<file path="src/rtl/dpll_mode_pkg.sv">
package dpll_mode_pkg;
  typedef enum logic [1:0] {
    MODE_FREE = 2'd0,
    MODE_ACQ  = 2'd1,
    MODE_LOCK = 2'd2,
    MODE_HOLD = 2'd3
  } mode_e;

  typedef enum logic [1:0] {
    SEL_AUTO = 2'd0,
    SEL_NORM = 2'd1,
    SEL_HOLD = 2'd2,
    SEL_FREE = 2'd3
  } sel_e;
endpackage

</file>
<file path="src/rtl/dpll_mode_fsm.sv">
module dpll_mode_fsm
  import dpll_mode_pkg::*;
(
  input  logic  clk_i,
  input  logic  rst_ni,
  input  sel_e  sel_i,
  input  logic  any_qual_i,
  input  logic  alt_qual_i,
  input  logic  sel_fail_i,
  input  logic  phase_lock_i,
  input  logic  hist_i,
  output mode_e state_o,
  output logic  enter_lock_o,
  output logic  enter_hold_o
);
  mode_e st_q, st_d;

  always_comb begin
    st_d = st_q;
    unique case (sel_i)
      SEL_AUTO: begin
        unique case (st_q)
          MODE_FREE: if (any_qual_i) st_d = MODE_ACQ;
          MODE_ACQ:  if (phase_lock_i) st_d = MODE_LOCK;
          MODE_LOCK: if (sel_fail_i) st_d = alt_qual_i ? MODE_ACQ : MODE_HOLD;
          MODE_HOLD: if (any_qual_i) st_d = MODE_ACQ;
          default:   st_d = MODE_FREE;
        endcase
      end
      SEL_NORM: begin
        unique case (st_q)
          MODE_FREE, MODE_HOLD: st_d = MODE_ACQ;
          MODE_ACQ:  if (phase_lock_i) st_d = MODE_LOCK;
          default:   st_d = st_q;
        endcase
      end
      // no frequency history: holdover is meaningless, fall back to free-run
      SEL_HOLD: st_d = hist_i ? MODE_HOLD : MODE_FREE;
      default:  st_d = MODE_FREE;
    endcase
  end

  always_ff @(posedge clk_i or negedge rst_ni) begin
    if (!rst_ni) st_q <= MODE_FREE;
    else         st_q <= st_d;
  end

  assign state_o      = st_q;
  assign enter_lock_o = (st_d == MODE_LOCK) && (st_q != MODE_LOCK);
  assign enter_hold_o = (st_d == MODE_HOLD) && (st_q != MODE_HOLD);


  hold_needs_hist_chk: assert property (@(posedge clk_i) disable iff (!rst_ni)
    (st_q == MODE_HOLD) |-> hist_i);

  auto_hold_from_lock_chk: assert property (@(posedge clk_i) disable iff (!rst_ni)
    (st_q == MODE_HOLD && $past(st_q) != MODE_HOLD && $past(sel_i) == SEL_AUTO)
      |-> $past(st_q) == MODE_LOCK);

  acq_needs_qual_chk: assert property (@(posedge clk_i) disable iff (!rst_ni)
    (st_q == MODE_ACQ && $past(st_q) == MODE_FREE && $past(sel_i) == SEL_AUTO)
      |-> $past(any_qual_i));

  forced_free_chk: assert property (@(posedge clk_i) disable iff (!rst_ni)
    (sel_i == SEL_FREE) |=> (st_q == MODE_FREE));
endmodule

</file>
<file path="src/rtl/dpll_freq_hist.sv">
module dpll_freq_hist #(
  parameter int unsigned FREQ_W    = 16,
  parameter int unsigned AVG_SHIFT = 3
) (
  input  logic              clk_i,
  input  logic              rst_ni,
  input  logic              enter_lock_i,
  input  logic              locked_i,
  input  logic              enter_hold_i,
  input  logic [FREQ_W-1:0] freq_i,
  output logic              hist_o,
  output logic              cap_o,
  output logic [FREQ_W-1:0] hold_freq_o
);
  localparam int unsigned DW = FREQ_W + 1;

  logic [FREQ_W-1:0] avg_q, hold_q;
  logic              hist_q, cap_q;
  logic signed [DW-1:0] diff, step;

  assign diff = $signed({1'b0, freq_i}) - $signed({1'b0, avg_q});
  assign step = diff >>> AVG_SHIFT;

  always_ff @(posedge clk_i or negedge rst_ni) begin
    if (!rst_ni) begin
      avg_q  <= '0;
      hist_q <= 1'b0;
    end else if (enter_lock_i) begin
      avg_q  <= freq_i;
      hist_q <= 1'b1;
    end else if (locked_i) begin
      avg_q  <= avg_q + step[FREQ_W-1:0];
    end
  end

  always_ff @(posedge clk_i or negedge rst_ni) begin
    if (!rst_ni) begin
      cap_q  <= 1'b0;
      hold_q <= '0;
    end else begin
      cap_q <= enter_hold_i;
      if (enter_hold_i) hold_q <= avg_q;
    end
  end

  assign hist_o      = hist_q;
  assign cap_o       = cap_q;
  assign hold_freq_o = hold_q;


  avg_load_chk: assert property (@(posedge clk_i) disable iff (!rst_ni)
    enter_lock_i |=> (avg_q == $past(freq_i)));
endmodule

</file>
<file path="src/rtl/dpll_mode_ctrl.sv">
module dpll_mode_ctrl
  import dpll_mode_pkg::*;
#(
  parameter int unsigned NUM_REFS  = 8,
  parameter int unsigned FREQ_W    = 16,
  parameter int unsigned AVG_SHIFT = 3
) (
  input  logic                clk_i,
  input  logic                rst_ni,
  input  logic [NUM_REFS-1:0] qual_vec_i,
  input  logic                sel_fail_i,
  input  logic                alt_qual_i,
  input  logic                phase_lock_i,
  input  logic [1:0]          mode_sel_i,
  input  logic [FREQ_W-1:0]   freq_word_i,
  output logic [1:0]          mode_o,
  output logic                lock_o,
  output logic                holdover_o,
  output logic                hold_capture_o,
  output logic [FREQ_W-1:0]   hold_freq_o
);
  // sampled on every edge, reset or not, so the reset-time value is the default
  logic [1:0] sel_q;
  always_ff @(posedge clk_i) sel_q <= mode_sel_i;

  mode_e state;
  logic  enter_lock, enter_hold, hist;

  dpll_mode_fsm u_fsm (
    .clk_i        (clk_i),
    .rst_ni       (rst_ni),
    .sel_i        (sel_e'(sel_q)),
    .any_qual_i   (|qual_vec_i),
    .alt_qual_i   (alt_qual_i),
    .sel_fail_i   (sel_fail_i),
    .phase_lock_i (phase_lock_i),
    .hist_i       (hist),
    .state_o      (state),
    .enter_lock_o (enter_lock),
    .enter_hold_o (enter_hold)
  );

  dpll_freq_hist #(
    .FREQ_W    (FREQ_W),
    .AVG_SHIFT (AVG_SHIFT)
  ) u_hist (
    .clk_i        (clk_i),
    .rst_ni       (rst_ni),
    .enter_lock_i (enter_lock),
    .locked_i     (state == MODE_LOCK),
    .enter_hold_i (enter_hold),
    .freq_i       (freq_word_i),
    .hist_o       (hist),
    .cap_o        (hold_capture_o),
    .hold_freq_o  (hold_freq_o)
  );

  assign mode_o     = state;
  assign lock_o     = (state == MODE_LOCK);
  assign holdover_o = (state == MODE_HOLD);


  cap_in_hold_chk: assert property (@(posedge clk_i) disable iff (!rst_ni)
    hold_capture_o |-> holdover_o);

  hold_word_stable_chk: assert property (@(posedge clk_i) disable iff (!rst_ni)
    (holdover_o && $past(holdover_o)) |-> $stable(hold_freq_o));

  lock_rise_chk: assert property (@(posedge clk_i) disable iff (!rst_ni)
    $rose(lock_o) |-> $past(phase_lock_i));
endmodule

</file>
<file path="config.mk">
export PLATFORM = sky130hd
export DESIGN_NAME = dpll_mode_ctrl
export DESIGN_NICKNAME = d
export VERILOG_FILES = /design/src/rtl/dpll_mode_pkg.sv /design/src/rtl/dpll_mode_fsm.sv /design/src/rtl/dpll_freq_hist.sv /design/src/rtl/dpll_mode_ctrl.sv
export SDC_FILE = /design/constraint.sdc
export NUM_CORES = 1
export LEC_CHECK = 0
export ABC_AREA = 1
export BUFFER_PORTS_ARGS = -buffer_cell sky130_fd_sc_hd__buf_2
export CORE_MARGIN = 2
export CORE_UTILIZATION = 62
export CTS_CLUSTER_SIZE = 16
export DETAILED_ROUTE_END_ITERATION = 16
export PLACE_DENSITY = 0.92
export SYNTH_ARGS = -nofsm -noshare
export SYNTH_HDL_FRONTEND = slang
export SYNTH_SLANG_ARGS = --single-unit
</file>
<file path="constraint.sdc">
create_clock -name clk_i -period 6.5 [get_ports clk_i]
set_input_delay 0.65 -clock clk_i [delete_from_list [all_inputs] [get_ports clk_i]]
set_output_delay 0.65 -clock clk_i [all_outputs]
set_load 0.02 [all_outputs]
</file>
==> flow_summary.toml, run 1 <==
[run_status]
status = "completed"

[sta]
fin_crit_sh_pct = 51.4
setup-tns-final_ps = 0
layout_min_cycle_time_ps = 3340
setup_viol = 0
timing.slew.headroom_pct = 44.7
rsz0062_at_grt = "no"
fmax_mhz = 299
worst_slew_pin_slew_ps = 830
hold_viol = 0
drv_slew = 0
skew_ps = 10.5

[worst_setup_path]
cp_data_arrival_time_ps = 3520
critPathKind = "input port to flop"
crit_path_start_kind = "input port"
cp_max_fo = 5
end_kind = "flop"
cp_data_required_time_ps = 6680
reg2reg_depth = 17

[synthesis]
syn_area_sq_um = 3390
synth_seq_cells = 38
synthTopCellsByCount = "nand2_1 (129), inv_1 (60), nand3_1 (44), dfrtp_1 (36), ha_1 (36)"
synth.top_cell.area_share_pct = 26.6
synthArstFlopShare_pct = 94.7
syn-num-nets = 543
syn_inst = 475
synth_area_leaders = "dfrtp_1 (27%), nand2_1 (14%), ha_1 (13%), inv_1 (6.6%), nand3_1 (6.5%)"
ys.flop_type = "dfrtp_1"
yosys.area.top_type = "dfrtp_1"
synth_edf_count = 0
yosysSeqAreaShare_pct = 27.8
syn_avg_cell_area_sq_um = 7.13
yosysUniqueCellTypes = 35
yosysWarnings = 0
yosysMostFrequentCell = "nand2_1"

[cells_and_area]
drive_gt1_share_pct = 19.0
area_delta_synth_final_pct = 12.1
antennaDiodeCount = 0
fillers = 398
num-nets-final = 593

[clocking]
clockBufferDepth = 2
htreeDepth = 2
holdBufCountCts = 0
cts_sinks = 38
cts.repair.resized = 0
cts_buffers = 5
postCtsSetupRepairBufs = 0
tritoncts = "done"
clk_pin_slew_ps = 90
cts_root_buf = "clkbuf_8"
insertion_delay_ps = 300

[global_routing]
gr-total-overflow = 0
grt_pass1_wl_mm = 14.8
grt_start_max_net_pins = 37
track_usage_pct = 30.4
antenna_found_initial = 0
grt_pass1_vias = 3269

[routing]
route.detailed.drc = 0
routedWlPerCell_um = 14.8
first_iter_violations = 369
firstDrtPassIters = 5
wl_mm = 8.82
postRouteAntennaNets = 0
num_vias = 3427
viasPerCell = 5.75

[placement]
place_congestion = 0.980
port_buffers = 51
hpwl_mm = 6.56

[worst_hold_path]
hp-class = "input port to async pin"

[floorplan]
fp-row-count = 26
core_area_sq_um = 5200
die_width_um = 77.9
die_h_um = 77.9
io_pins = 52
dieArea_sq_um = 6070
start_util_pct = 65.1

[job]
drv_cap = 0
worst max-delay path, stage by stage:
cell and delay, ps:
buf_2 120, ha_1 370, a21oi_1 230, o21ai_0 140, a31oi_1 240, o21ai_0 140, xor2_1 220, ha_1 300
nand2_1 130, inv_1 70, a21oi_1 130, nand2_1 130, nand2_1 110, nand2_1 100, o21ai_0 160, a21oi_1 70
nand3b_2 200
registers in the layout (all words and copies together) (netlist names):
| signal | flops |
|---|---|
| u_hist.hold_freq_o | 16 |
| u_hist.cap_o | 1 |
| sel_q | 2 |
| u_fsm.state_o | 2 |
| u_hist.avg_q | 16 |
| u_hist.hist_o | 1 |
layout by cell type, fill, tap and decap left out:
cell / synthesis / routed
nand3b_2: 1 / 1
and2_1: 1 / 1
nor3_1: 7 / 7
nand3_2: 6 / 6
o21bai_2: 1 / 1
inv_2: 2 / 2
inv_4: 1 / 1
clkbuf_8: 0 / 6
fa_1: 1 / 1
nand2_2: 14 / 14
bufinv_16: 0 / 2
or2_2: 4 / 4
xnor2_1: 2 / 2
ha_1: 36 / 36
nand4_1: 1 / 1
buf_2: 0 / 51
o21bai_1: 4 / 4
nand4_4: 1 / 1
nor2_1: 26 / 26
a21oi_2: 2 / 2
dfrtp_1: 36 / 36
nand3_1: 44 / 44
o21ai_1: 9 / 9
a21o_1: 7 / 7
dfxtp_1: 2 / 2
inv_1: 60 / 60
o21ai_2: 9 / 9
a21oi_1: 29 / 29
xor2_1: 11 / 11
a31oi_1: 3 / 3
nand2_1: 129 / 129
o21ai_0: 16 / 16
nand3b_1: 2 / 2
layout make-up:
type / count / area [sq um] / share of cell area, %
clock buffer: 6 / 82.6 / 2.17
tap: 70 / 87.6 / 2.31
multi-input combinational: 366 / 2130 / 56.2
timing repair buffer: 51 / 255 / 6.72
inverter: 63 / 239 / 6.29
sequential: 38 / 941 / 24.8
clock inverter: 2 / 60.1 / 1.58
layer usage:
metal	track usage [%]	share of wire (%)	up-vias	wire length (um)
li1	-	-	1643	-
met1	38.6	41	1550	3630
met2	51.6	48	204	4240
met3	6.74	8.9	30	785
met4	8.95	1.9	0	168
met5	0	0	-	0
logic make-up (layout without fill, tap and decap cells):
family,count (synthesis),in the layout,share of synthesized area (%)
and+or+nand+nor,236,236,31.6
buffers and inverters,71,122,9.27
AOI/OAI and AO/OA,80,80,14.1
adders and majority gates,37,37,13.9
DFF,38,38,27.8
xor gates and xnor gates,13,13,3.36
final timing paths:
check	startpoint	to	slack [ps]
worst max-delay path	freq_word_i[4]	u_hist.avg_q[11]$_DFFE_PN0P_	3160
worst min-delay path	rst_ni	u_hist.hist_o$_DFFE_PN0P_	440
worst max register to register	u_hist.avg_q[4]$_DFFE_PN0P_	u_hist.avg_q[11]$_DFFE_PN0P_	3160
worst min register to register	u_hist.hist_o$_DFFE_PN0P_	u_hist.hist_o$_DFFE_PN0P_	460
max in group asynchronous	rst_ni	u_hist.avg_q[12]$_DFFE_PN0P_	5530
min in group clk_i	mode_sel_i[1]	sel_q[1]$_DFF_P_	440
through the flow:
step / area, sq um / hold slack, ps / utilization [%] / worst slack [ps] / instances
after floorplan: 3390 / 354 / - / 3500 / 475
after global placement: 3660 / 442 / 70.2 / 3060 / 588
after detailed placement: 3660 / 443 / 70.2 / 3040 / 588
after CTS: 3800 / 445 / 73.0 / 3260 / 596
after global routing: 3800 / 440 / 73.0 / 2860 / 596
final: 3800 / 438 / 73.0 / 3160 / 596
Power of run 1 is left out: the tool's default activity adds up to more than one toggle a clock period on the data nets, which glitch-free logic cannot reach.
==> run 2, diff against run 1 <==
--- a/config.mk
+++ b/config.mk
@@ -5,13 +5,13 @@
 export SDC_FILE = /design/constraint.sdc
 export NUM_CORES = 1
 export LEC_CHECK = 0
-export ABC_AREA = 1
+export ABC_AREA = 0
 export BUFFER_PORTS_ARGS = -buffer_cell sky130_fd_sc_hd__buf_2
 export CORE_MARGIN = 2
-export CORE_UTILIZATION = 62
+export CORE_UTILIZATION = 57
 export CTS_CLUSTER_SIZE = 16
 export DETAILED_ROUTE_END_ITERATION = 16
-export PLACE_DENSITY = 0.92
+export PLACE_DENSITY = 0.87
 export SYNTH_ARGS = -nofsm -noshare
 export SYNTH_HDL_FRONTEND = slang
 export SYNTH_SLANG_ARGS = --single-unit
==> constraint.sdc (replaced) <==
create_clock -name clk_i -period 3.2 [get_ports clk_i]
set_input_delay 0.32 -clock clk_i [delete_from_list [all_inputs] [get_ports clk_i]]
set_output_delay 0.32 -clock clk_i [all_outputs]
set_load 0.02 [all_outputs]
==> run 2 against run 1 <==
Critical path depth is 1 lower. The run now ends with negative setup slack left. Count of clock-buffer cells in the layout rose by 1. Sequential share of layout area shrank 2.5 points. Die area rose by 1.3%. Routed wire length is 6.1% higher. First-iteration DRC count is 38% lower. Setup slack got worse by 3700 ps. Utilization up 4.8 points. Non-clock buffer count grew 69.
==> flow_summary.toml, run 2 <==
[job]
drv_cap = 0

[sta]
rsz0062_at_grt = "yes"
setup-tns-final_ps = -2910
fin_crit_sh_pct = 118
layout_min_cycle_time_ps = 3760
skew_ps = 10.8
hold_viol = 0
setup_viol = 10
worst_slew_pin_slew_ps = 837
final.setup.worst_slack_ps = -560
drv_slew = 0
fmax_mhz = 266
timing.slew.headroom_pct = 44.2

[routing]
wl_mm = 9.36
first_iter_violations = 230
route.detailed.drc = 0
viasPerCell = 5.98
routedWlPerCell_um = 17.5
firstDrtPassIters = 5
postRouteAntennaNets = 0
num_vias = 3201

[synthesis]
yosysWarnings = 0
syn_inst = 343
syn-num-nets = 411
synthTopCellsByCount = "a21oi_1 (40), dfrtp_1 (36), ha_1 (36), inv_1 (24), nand2_1 (23)"
yosysUniqueCellTypes = 54
synth_seq_cells = 38
synth.top_cell.area_share_pct = 28.5
synth_area_leaders = "dfrtp_1 (29%), ha_1 (14%), a21oi_1 (6.3%), mux2_4 (4.3%), xnor2_1 (3.6%)"
syn_area_sq_um = 3160
synth_edf_count = 0
ys.flop_type = "dfrtp_1"
yosysMostFrequentCell = "a21oi_1"
yosys.area.top_type = "dfrtp_1"
yosysSeqAreaShare_pct = 29.8
synthArstFlopShare_pct = 94.7
syn_avg_cell_area_sq_um = 9.20

[global_routing]
antenna_found_initial = 0
gr-total-overflow = 0
track_usage_pct = 29.5
grt_pass1_vias = 3194
grt_pass1_wl_mm = 14.4
grt_start_max_net_pins = 37

[cells_and_area]
drive_gt1_share_pct = 40.6
final_area_sq_um = 4230
layout_commonest_cell = "buf_4"
area_delta_synth_final_pct = 34.0
num-nets-final = 530
antennaDiodeCount = 0
layout_common_cells = "buf_4 (68), buf_2 (51), dfrtp_1 (36)"
final_cells = 535

[run_status]
status = "complete, but fails checks"
violations = "negative setup slack"

[worst_setup_path]
end_kind = "flop"
path_cells = "inv_2 -> ha_4 -> a2111oi_4 -> nor2_2 -> a21oi_2 -> o31ai_4 -> a21oi_2 -> xnor2_1 -> ha_2 -> nand4_1 -> nor2_2 -> a21oi_2 -> a2111oi_2 -> o221ai_1 -> a311oi_1 -> nor3b_1"
cp_common_cell = "a21oi_2"
crit_path_top_delay_cell = "a2111oi_4"
cp_data_required_time_ps = 3370
crit_path_start_kind = "flop"
cp_data_arrival_time_ps = 3930
cpPeakStageDelay_ps = 460
cp_max_fo = 4
critPathKind = "flop to flop"

[placement]
placed_cells = 517
port_buffers = 51
hpwl_mm = 6.29
dpl_cell_area_sq_um = 3930
place_congestion = 0.885

[clocking]
cts_root_buf = "clkbuf_8"
cts_buffers = 5
clk_pin_slew_ps = 80
htreeDepth = 2
clockBufferDepth = 2
tritoncts = "done"
insertion_delay_ps = 300
cts_sinks = 38

[floorplan]
io_pins = 52
die_h_um = 78.4
core_area_sq_um = 5440
start_util_pct = 58.0
dieArea_sq_um = 6150
die_width_um = 78.4
fp-row-count = 27

[worst_hold_path]
hp-class = "input port to async pin"
[run 2: cell families (layout without fill, tap and decap cells)]
kind of cell	count (synthesis)	in the layout	synth area share [%]
and+or+nand+nor	87	87	14.9
xor gates and xnor gates	22	22	6.10
buffers and inverters	33	153	4.88
adders and majority gates	37	37	14.9
muxes	21	21	8.36
DFF	38	38	29.8
AOI/OAI and AO/OA	105	105	21.0
[run 2: cell type report]
cell class	count	area (sq um)
fillers	338	1210
flip-flops and latches	38	941
repair buffers	120	777
well taps	72	90.1
inverters	25	98.8
multi-input cells	272	2230
clock inverters	1	5.00
clock buffers	7	86.3
[run 2: worst paths after layout]
path	start	to	slack, ps	cells after the start
min	rst_ni	u_hist.hold_freq_o[8]$_DFFE_PN0P_	120	1
max in group asynchronous	rst_ni	u_fsm.state_o[0]$_DFF_PN0_	2540	1
min in group clk_i	mode_sel_i[1]	sel_q[1]$_DFF_P_	130	1
max reg2reg	u_hist.avg_q[1]$_DFFE_PN0P_	u_hist.avg_q[15]$_DFFE_PN0P_	-560	16
max	u_hist.avg_q[1]$_DFFE_PN0P_	u_hist.avg_q[15]$_DFFE_PN0P_	-560	16
min reg2reg	u_hist.hold_freq_o[0]$_DFFE_PN0P_	u_hist.hold_freq_o[0]$_DFFE_PN0P_	500	1
[run 2: routing by layer]
metal | GRT usage [%] | share of wire [%] | up-vias
met5 | 0 | 0 | -
met4 | 9.65 | 3.4 | 0
met3 | 4.14 | 6.3 | 36
met2 | 53.4 | 50 | 160
met1 | 35.9 | 40 | 1521
li1 | - | - | 1484
[run 2: what timing repair did]
item	in CTS	in global routing
resized for setup	19	17
hold buffers	0	0
endpoints found under the setup margin	8	10
setup buffers	4	7
hold endpoints to repair	0	0
pin swaps	14	11
[run 2: worst max-delay path, delay by kind of cell (launching register included)]
kind	cells	cell delay, ps
adder cells (fa/ha/maj)	2	570
AO/OA/AOI/OAI	8	1890
flip-flops	1	400
XOR/XNOR	1	90
buffers and inverters	1	80
AND/OR/NAND/NOR	4	610
[run 2: through the flow]
stage / utilization, % / hold slack [ps] / setup slack (ps)
global placement: 72.2 / 433 / -290
floorplan: - / 24.4 / -99.5
detailed placement: 72.2 / 428 / -387
finish: 77.8 / 123 / -560
CTS: 75.6 / 131 / -199
global route: 77.8 / 131 / -698
Power of run 2 is left out for the same reason.
